**config.mk**
```make
export PLATFORM = sky130hd
export DESIGN_NAME = i2s_stereo_rx
export DESIGN_NICKNAME = d
export VERILOG_FILES = /design/src/rtl/i2s_rx_pkg.sv /design/src/rtl/i2s_rx_clkgen.sv /design/src/rtl/i2s_rx_sync.sv /design/src/rtl/i2s_rx_deser.sv /design/src/rtl/i2s_stereo_rx.sv
export SDC_FILE = /design/constraint.sdc
export NUM_CORES = 1
export LEC_CHECK = 0
export CORE_MARGIN = 2
export CORE_UTILIZATION = 29
export DETAILED_ROUTE_END_ITERATION = 16
export PLACE_DENSITY_LB_ADDON = 0.25
export SLEW_MARGIN = 10
export SYNTH_ARGS = -nofsm -noshare
export SYNTH_HDL_FRONTEND = slang
export SYNTH_SLANG_ARGS = --single-unit
```
**constraint.sdc**
```tcl
create_clock -name clk -period 3.1 [get_ports clk]
set_input_delay 0.62 -clock clk [delete_from_list [all_inputs] [get_ports clk]]
set_output_delay 0.62 -clock clk [all_outputs]
set_load 0.01 [all_outputs]
```
**src/rtl/i2s_rx_pkg.sv**
```systemverilog
`timescale 1ns/1ps
package i2s_rx_pkg;

   // channel carried by a slot, taken from word select
   typedef enum logic {
      CH_LEFT  = 1'b0,
      CH_RIGHT = 1'b1
   } chan_e;

   // one bit-clock event in the system clock domain
   typedef struct packed {
      logic rise;   // bit clock rising edge this cycle
      logic ws;     // word select as seen at that edge
      logic sd;     // serial data as seen at that edge
   } rx_bit_t;

endpackage

```
**src/rtl/i2s_rx_clkgen.sv**
```systemverilog
`timescale 1ns/1ps
module i2s_rx_clkgen #(
   parameter int HALF_DIV   = 4,
   parameter int SHORT_SLOT = 16,
   parameter int LONG_SLOT  = 32
) (
   input  logic clk,
   input  logic rst_n,
   input  logic en,
   input  logic long_slot,
   output logic bclk,
   output logic ws,
   output logic rise_stb
);
   localparam int DIV_W = (HALF_DIV > 1) ? $clog2(HALF_DIV) : 1;
   localparam int IDX_W = $clog2(2 * LONG_SLOT);
   localparam logic [DIV_W-1:0] DIV_LAST   = DIV_W'(HALF_DIV - 1);
   localparam logic [IDX_W-1:0] SHORT_LEN  = IDX_W'(SHORT_SLOT);
   localparam logic [IDX_W-1:0] LONG_LEN   = IDX_W'(LONG_SLOT);
   localparam logic [IDX_W-1:0] SHORT_LAST = IDX_W'(2 * SHORT_SLOT - 1);
   localparam logic [IDX_W-1:0] LONG_LAST  = IDX_W'(2 * LONG_SLOT - 1);

   logic [DIV_W-1:0] div_q;
   logic [IDX_W-1:0] idx_q, idx_nxt, slot_len, frame_last;
   logic             div_end;

   assign div_end    = (div_q == DIV_LAST);
   assign slot_len   = long_slot ? LONG_LEN  : SHORT_LEN;
   assign frame_last = long_slot ? LONG_LAST : SHORT_LAST;
   assign idx_nxt    = (idx_q >= frame_last) ? '0 : idx_q + 1'b1;
   assign rise_stb   = en && div_end && !bclk;

   always_ff @(posedge clk or negedge rst_n) begin
      if (!rst_n) begin
         div_q <= '0;
         idx_q <= '0;
         bclk  <= 1'b0;
         ws    <= 1'b0;
      end else if (!en) begin
         div_q <= '0;
         idx_q <= '0;
         bclk  <= 1'b0;
         ws    <= 1'b0;
      end else if (div_end) begin
         div_q <= '0;
         bclk  <= !bclk;
         if (bclk) begin
            // falling edge: advance the bit position, move word select
            idx_q <= idx_nxt;
            ws    <= (idx_nxt >= slot_len);
         end
      end else begin
         div_q <= div_q + 1'b1;
      end
   end
endmodule

```
**src/rtl/i2s_rx_sync.sv**
```systemverilog
`timescale 1ns/1ps
module i2s_rx_sync
   import i2s_rx_pkg::*;
#(
   parameter int STAGES = 2
) (
   input  logic    clk,
   input  logic    rst_n,
   input  logic    bclk_in,
   input  logic    ws_in,
   input  logic    sd_in,
   output rx_bit_t evt
);
   logic [2:0] line_s;   // {bclk, ws, sd} after the last stage
   logic       bclk_d;

   generate
      if (STAGES == 1) begin : g_single
         logic [2:0] st_q;
         always_ff @(posedge clk or negedge rst_n) begin
            if (!rst_n) st_q <= '0;
            else        st_q <= {bclk_in, ws_in, sd_in};
         end
         assign line_s = st_q;
      end else begin : g_chain
         logic [STAGES-1:0][2:0] st_q;
         always_ff @(posedge clk or negedge rst_n) begin
            if (!rst_n) st_q <= '0;
            else        st_q <= {st_q[STAGES-2:0], {bclk_in, ws_in, sd_in}};
         end
         assign line_s = st_q[STAGES-1];
      end
   endgenerate

   always_ff @(posedge clk or negedge rst_n) begin
      if (!rst_n) bclk_d <= 1'b0;
      else        bclk_d <= line_s[2];
   end

   assign evt.rise = line_s[2] && !bclk_d;
   assign evt.ws   = line_s[1];
   assign evt.sd   = line_s[0];
endmodule

```
**src/rtl/i2s_rx_deser.sv**
```systemverilog
`timescale 1ns/1ps
module i2s_rx_deser
   import i2s_rx_pkg::*;
#(
   parameter int SAMPLE_W = 16
) (
   input  logic                clk,
   input  logic                rst_n,
   input  logic                restart,
   input  rx_bit_t             evt,
   output logic [SAMPLE_W-1:0] left_o,
   output logic [SAMPLE_W-1:0] right_o,
   output logic                valid_o
);
   localparam int CNT_W = $clog2(SAMPLE_W + 1);
   localparam logic [CNT_W-1:0] CNT_IDLE = CNT_W'(SAMPLE_W);
   localparam logic [CNT_W-1:0] CNT_LAST = CNT_W'(SAMPLE_W - 1);

   logic                ws_q1, ws_q2;     // word select one and two edges back
   logic [1:0]          seen_q;           // edges since restart, saturating
   logic [CNT_W-1:0]    cnt_q;
   logic [SAMPLE_W-1:0] shreg_q, word_nxt, left_hold_q;
   logic                left_ok_q;
   chan_e               chan_q;
   logic                slot_start;

   assign slot_start = (seen_q == 2'd2) && (ws_q1 != ws_q2);
   assign word_nxt   = {shreg_q[SAMPLE_W-2:0], evt.sd};

   always_ff @(posedge clk or negedge rst_n) begin
      if (!rst_n) begin
         ws_q1       <= 1'b0;
         ws_q2       <= 1'b0;
         seen_q      <= '0;
         cnt_q       <= CNT_IDLE;
         shreg_q     <= '0;
         left_hold_q <= '0;
         left_ok_q   <= 1'b0;
         chan_q      <= CH_LEFT;
         left_o      <= '0;
         right_o     <= '0;
         valid_o     <= 1'b0;
      end else begin
         valid_o <= 1'b0;
         if (restart) begin
            ws_q1     <= 1'b0;
            ws_q2     <= 1'b0;
            seen_q    <= '0;
            cnt_q     <= CNT_IDLE;
            left_ok_q <= 1'b0;
         end else if (evt.rise) begin
            ws_q1 <= evt.ws;
            ws_q2 <= ws_q1;
            if (seen_q != 2'd2) seen_q <= seen_q + 1'b1;
            if (slot_start) begin
               shreg_q <= word_nxt;
               cnt_q   <= CNT_W'(1);
               chan_q  <= chan_e'(ws_q1);
            end else if (cnt_q < CNT_IDLE) begin
               shreg_q <= word_nxt;
               cnt_q   <= cnt_q + 1'b1;
               if (cnt_q == CNT_LAST) begin
                  if (chan_q == CH_LEFT) begin
                     left_hold_q <= word_nxt;
                     left_ok_q   <= 1'b1;
                  end else if (left_ok_q) begin
                     left_o    <= left_hold_q;
                     right_o   <= word_nxt;
                     valid_o   <= 1'b1;
                     left_ok_q <= 1'b0;
                  end
               end
            end
         end
      end
   end
endmodule

```
**src/rtl/i2s_stereo_rx.sv**
```systemverilog
`timescale 1ns/1ps
module i2s_stereo_rx
   import i2s_rx_pkg::*;
#(
   parameter int SAMPLE_W    = 16,
   parameter int SHORT_SLOT  = 16,
   parameter int LONG_SLOT   = 32,
   parameter int HALF_DIV    = 4,
   parameter int SYNC_STAGES = 2
) (
   input  logic                clk,
   input  logic                rst_n,
   input  logic                master_en,
   input  logic                long_slot,
   input  logic                bclk_in,
   input  logic                ws_in,
   input  logic                sd_in,
   output logic                bclk_out,
   output logic                ws_out,
   output logic [SAMPLE_W-1:0] left_sample,
   output logic [SAMPLE_W-1:0] right_sample,
   output logic                pair_valid
);
   generate
      if (SAMPLE_W < 2)           begin : g_bad_w    $error("SAMPLE_W must be at least 2");          end
      if (SAMPLE_W > SHORT_SLOT)  begin : g_bad_slot $error("SAMPLE_W must fit in a short slot");    end
      if (LONG_SLOT <= SHORT_SLOT) begin : g_bad_lng $error("LONG_SLOT must exceed SHORT_SLOT");     end
      if (HALF_DIV < 2)           begin : g_bad_div  $error("HALF_DIV must be at least 2");          end
      if (SYNC_STAGES < 1)        begin : g_bad_sync $error("SYNC_STAGES must be at least 1");       end
   endgenerate

   logic    mode_q, restart;
   logic    gen_rise;
   rx_bit_t slave_evt, sel_evt;

   always_ff @(posedge clk or negedge rst_n) begin
      if (!rst_n) mode_q <= 1'b0;
      else        mode_q <= master_en;
   end
   assign restart = (mode_q != master_en);

   i2s_rx_clkgen #(
      .HALF_DIV  (HALF_DIV),
      .SHORT_SLOT(SHORT_SLOT),
      .LONG_SLOT (LONG_SLOT)
   ) clkgen_i (
      .clk      (clk),
      .rst_n    (rst_n),
      .en       (master_en),
      .long_slot(long_slot),
      .bclk     (bclk_out),
      .ws       (ws_out),
      .rise_stb (gen_rise)
   );

   i2s_rx_sync #(
      .STAGES(SYNC_STAGES)
   ) sync_i (
      .clk    (clk),
      .rst_n  (rst_n),
      .bclk_in(bclk_in),
      .ws_in  (ws_in),
      .sd_in  (sd_in),
      .evt    (slave_evt)
   );

   always_comb begin
      if (master_en) begin
         sel_evt.rise = gen_rise;
         sel_evt.ws   = ws_out;
         sel_evt.sd   = sd_in;
      end else begin
         sel_evt = slave_evt;
      end
   end

   i2s_rx_deser #(
      .SAMPLE_W(SAMPLE_W)
   ) deser_i (
      .clk    (clk),
      .rst_n  (rst_n),
      .restart(restart),
      .evt    (sel_evt),
      .left_o (left_sample),
      .right_o(right_sample),
      .valid_o(pair_valid)
   );
endmodule

```
Word-level counts from Yosys, hierarchy flattened:

Cells that the tools add are included.

* register bits: 93
* output and inout port bits: 35
* bits of input ports: 7

* $lt $le $gt $ge: 3
* bitwise logic cells: 3
* add/sub/neg operators: 4
* equal/unequal tests: 9
* mux-type cells: 40
* reduce and logical (&&, ||, !) cells: 20

Operator list (number)
* $mux 6: 6
* $mux 15: 2
* $mux 1: 22
* $mux 5: 4
* $ge 6x6->1: 2
* $mux 2: 5
* $reduce_bool 2->1: 5
* $reduce_and 7->1: 1
* $add 6x1->6 const B: 1
* $ne 2x1->1 const B: 3
* $reduce_and 2->1: 3
* $reduce_and 3->1: 2
* $reduce_and 6->1: 1
* $add 5x1->5 const B: 1
* $eq 5x4->1 const B: 1
* $lt 5x5->1 const B: 1
* $add 2x1->2 const B: 2
* $eq 2x2->1 const B: 2
* $logic_and 1x1->1: 4
* $reduce_and 4->1: 1
* $mux 3: 1
* $not 1->1: 3
* $reduce_bool 3->1: 1
* $logic_not 1->1: 2
* 2 further kinds: 3

Logic depth before layout (Yosys ltp):

Gate-level depths: netlist of run 1.

* word-level depth: 7
* mapped depth: 10
* gate-level depth less buffers: 9

Modules after synthesis:

From an unflattened synthesis of run 1, not the netlist that was laid out.

* cell total of the unflattened synthesis: 283
* area, all modules: 4149.0 um^2

By module, submodules not included
* i2s_rx_deser: seq. area each 1878.1 um^2, instances 1, cells an instance 201, area each 3249.4 um^2
* i2s_rx_clkgen: seq. area each 250.2 um^2, instances 1, cells an instance 67, area each 628.1 um^2
* i2s_rx_sync: seq. area each 175.2 um^2, instances 1, cells an instance 10, area each 203.9 um^2
* i2s_stereo_rx: seq. area each 25.0 um^2, instances 1, cells an instance 5, area each 67.6 um^2

Worst setup path after synthesis of run 1:

No wires, ideal clock.

* kind: register -> register
* from: register deser_i.cnt_q[0]
* to: register deser_i.left_o[0]
* data arrival time: 2038 ps
* buffers on the path: 2
* stages on the path, launching flop included: 9
* clock period less this slack: 2163 ps
* slack: 937 ps
* cells stage by stage: dfrtp_1 ha_1 and3_1 ha_1 o211ai_1 or4b_1 buf_2 buf_6 mux2_4

* longest elaborated chain between the ends: 2

RTL lines
* from (decl): line i2s_rx_deser.sv:21 `logic [CNT_W-1:0] cnt_q;`
* from (signal assigned): line i2s_rx_deser.sv:61 `cnt_q <= cnt_q + 1'b1;`
* $lt 5x5->1 or $eq 5x4->1 (tied branches): line i2s_rx_deser.sv:59, i2s_rx_deser.sv:62
* $reduce_and 7->1 (no line) *
* to (signal assigned): line i2s_rx_deser.sv:67 `left_o <= left_hold_q;`
* to (decl): line i2s_rx_deser.sv:11 `output logic [SAMPLE_W-1:0] left_o,`

Mark *: on every way between the ends. The rest lies on a longest branch, timed or not.
A chain may end at the register's enable or synchronous reset.

Worst setup path in the final report of run 1:

* from: input master_en
* to: register deser_i.left_o[5]

* longest elaborated chain between the ends: 4

RTL lines
* from (decl): line i2s_stereo_rx.sv:13 `input logic master_en,`
* $logic_and 1x1->1 (2 in series): line i2s_rx_clkgen.sv:31 `assign rise_stb = en && div_end && !bclk;`
* $mux 3: line i2s_stereo_rx.sv:68 `if (master_en) begin`
* $reduce_and 7->1 (no line) *

Marks and branches as above.

==> metrics.md, run 1 <==
| Metric | Value |
|---|---|
| Dpl cell area | `0.00466 mm^2` |
| Final Wtd Congestion | `0.731` |
| Worst Tran Pin Value | `605 ps` |
| Maxcap violations | `0` |
| Detailed-router iteration count before antenna repair | `6` |
| Tcrit/Tclk final | `85.9%` |
| R2r startpoint | `deser_i.cnt_q[0]` |
| Tightest Hold Check Type | `in -> async` |
| Most area-consuming cells after synthesis | `dfrtp_1, mux2_4, mux2_1` |
| Final Routed Wirelength | `7.03 mm` |
| Syn. warnings | `0` |
| Area leader, netlist | `dfrtp_1` |
| Post-synth top cells | `dfrtp_1, mux2_1, mux2_4` |
| Post-synth EDFFs | `0` |
| Overall Power | `2.36 mW` |
| CORE AREA | `0.0137 mm^2` |
| Port Buffers | `41` |
| Clock tree buffer depth | `2` |
| CP Launch Point | `master_en` |
| Detailed Place HPWL | `4.66 mm` |
| Final worst slack | `438 ps` |
| Final setup skew | `5.64 ps` |
| Syn avg cell area | `14.2 um^2` |
| Initial antenna violation count | `0` |
| Mapped Area | `0.00403 mm^2` |
| Ys async rst share | `100%` |
| # clock sinks | `93` |
| Final Slew Violations | `0` |
| Count leader, synth | `dfrtp_1` |
| H-tree levels | `3` |
| Final setup viols | `0` |
| Mapped Nets | `298` |
| Post-route cell area | `0.00493 mm^2` |
| Initial DRC count | `141` |
| Die width | `122 um` |
| Pin count of the biggest net entering global routing | `49` |
| FP Rows | `43` |
| # fillers | `1336` |
| PwrDens | `478 mW/mm^2` |
| Total Nets Final | `346` |
| CTS buffer count | `9` |
| Final hold violations | `0` |
| Worst setup path class | `in -> reg` |
| Clock Latency Late Sink | `340 ps` |
| Vias per cell | `4.50` |
| Crit path max fanout | `33` |
| Initial core utilization | `29.4%` |
| First-pass GRT wire length | `12.5 mm` |
| Worst VDD drop | `0.000273 V` |
| Setup crit end kind | `flop` |
| Layout cells sized above 1 | `20.2%` |
| CTS-repair resized insts | `0` |
| Required time of the critical path | `3330 ps` |
| Mean routed wirelength per cell | `13.6 um` |
| Grt total ovfl | `0` |
| Min Tclk post-route | `2660 ps` |
| Yosys reg bits | `93` |
| Peak Freq | `376 MHz` |
| Total GRT Usage | `10.8%` |
| Slew HR | `59.6%` |
| Synth top area share | `57.1%` |
| DP Worst Slack | `95.2 ps` |
| Syn Inst Count | `283` |
| IO Count | `42` |
| RSZ-0062 raised after global routing | `false` |
| ANT cells | `0` |
| Die area | `0.0149 mm^2` |
| Post-CTS Setup Inserts | `0` |
| Area growth, synth to finish | `22.3%` |
| Clk slew on worst S/H paths | `70 ps` |
| Final TNS setup | `0 ps` |
| Residual DRC count | `0` |
| Main synth FF type | `dfrtp_1` |
| Register area share after synthesis | `57.7%` |
| Worst setup SP type | `primary input` |
| Synth unique cells | `53` |
| CTS tree | `yes` |
| Via count | `2324` |
| Leak | `2.38 nW` |
| CTS root buffer | `clkbuf_16` |
| Die Height | `122 um` |
| Antenna Violating Nets Remaining | `0` |
| Run status | `finished clean` |
| Critical Path AT | `2890 ps` |
| Number of global-route vias before repair | `2462` |
| CTS Hold Buffers Added | `0` |
-- per-stage QoR --
| step | cells | utilization, % | hold slack, ps |
|---|---|---|---|
| floorplan | 283 | - | 324 |
| global placement | 500 | 34.0 | 332 |
| detailed placement | 500 | 34.0 | 336 |
| CTS | 516 | 36.0 | 303 |
| global route | 516 | 36.0 | 321 |
| finish | 516 | 36.0 | 286 |
-- final timing paths --
| path | end | depth (start not counted) | slack (ps) |
|---|---|---|---|
| min in group clk | sync_i.line_s[1] | 0 | 350 |
| worst min-delay path | deser_i.left_o[15] | 1 | 290 |
| max in group asynchronous | deser_i.cnt_q[4] | 2 | 2080 |
| worst max-delay path | deser_i.left_o[5] | 6 | 440 |
| worst min register to register | sync_i.line_s[1] | 0 | 350 |
| worst max register to register | deser_i.left_o[5] | 7 | 630 |
-- layout by cell type, fill, tap and decap left out, types with 4 or more instances in the layout --
cell             netlist  layout
nor2_1                10      10
nand2_1               10      10
clkdlybuf4s50_1        0      40
mux2_4                29      29
dfrtp_1               92      92
a31oi_1                4       4
a21oi_1                9       9
clkbuf_16              0       9
nand3_1                5       5
mux2_1                34      34
o21ai_0                8       8
ha_1                   8       8
inv_1                  5       5
buf_4                  1       6
-- where the power goes --
part | leakage, nW | switching (mW) | total [mW] | internal, mW
Sequential | 1.27 | 0.0132 | 1.24 | 1.23
Clock | 0.129 | 0.471 | 1.02 | 0.549
Combinational | 0.980 | 0.0590 | 0.0960 | 0.0370
Total | 2.38 | 0.543 | 2.36 | 1.81
-- state kept, by name (all words and copies together), names as in the netlist --
name,count
deser_i.cnt_q,5
deser_i.left_o,16
deser_i.left_ok_q,1
clkgen_i.idx_q,6
clkgen_i.div_q,2
deser_i.valid_o,1
deser_i.shreg_q,15
deser_i.right_o,16
sync_i.bclk_d,1
sync_i.g_chain.st_q,3
deser_i.chan_q,1
clkgen_i.ws,1
sync_i.line_s,3
mode_q,1
deser_i.left_hold_q,16
deser_i.seen_q,2
deser_i.ws_q1,1
deser_i.ws_q2,1
clkgen_i.bclk,1
-- area by class of cell --
cell class / instances / area, um^2 / area share (%)
tap: 180 / 225 / 4.57
multi-input combinational: 170 / 1590 / 32.1
timing repair buffer: 48 / 485 / 9.84
sequential: 93 / 2330 / 47.2
inverter: 9 / 33.8 / 0.685
clock inverter: 6 / 46.3 / 0.938
clock buffer: 10 / 229 / 4.64
-- layer usage --
| metal | vias up | track usage (%) | share of wire (%) |
|---|---|---|---|
| met2 | 50 | 16.4 | 44 |
| met3 | 13 | 3.84 | 5.5 |
| met4 | 0 | 4.53 | 2.0 |
| met1 | 1152 | 14.1 | 48 |
| li1 | 1109 | - | - |
| met5 | - | 0 | 0 |
-- kinds of logic (layout without fill, tap and decap cells) --
family	count (synthesis)	count (layout)	share of synthesized area, %
buffers and inverters	20	73	2.95
xor gates and xnor gates	8	8	2.39
and+or+nand+nor	50	50	7.11
DFF	93	93	57.7
adders and majority gates	8	8	2.48
muxes	66	66	21.1
AOI/OAI and AO/OA	38	38	6.24
-- critical path, cell delays in order --
cell and delay (ps):
clkdlybuf4s50_1 580, nor3b_1 280, a21oi_1 130, or4b_2 710, buf_12 230, mux2_4 320
No activity file was read; power rests on OpenSTA's default activity.
==> run 2: changes to the inputs <==
--- a/config.mk
+++ b/config.mk
@@ -8,6 +8,7 @@
 export CORE_MARGIN = 2
 export CORE_UTILIZATION = 29
 export DETAILED_ROUTE_END_ITERATION = 16
+export HOLD_SLACK_MARGIN = 0.12
 export PLACE_DENSITY_LB_ADDON = 0.25
 export SLEW_MARGIN = 10
 export SYNTH_ARGS = -nofsm -noshare
==> results of run 2 <==
Same layout as run 1: the final DEF is identical, and so are final timing and power.
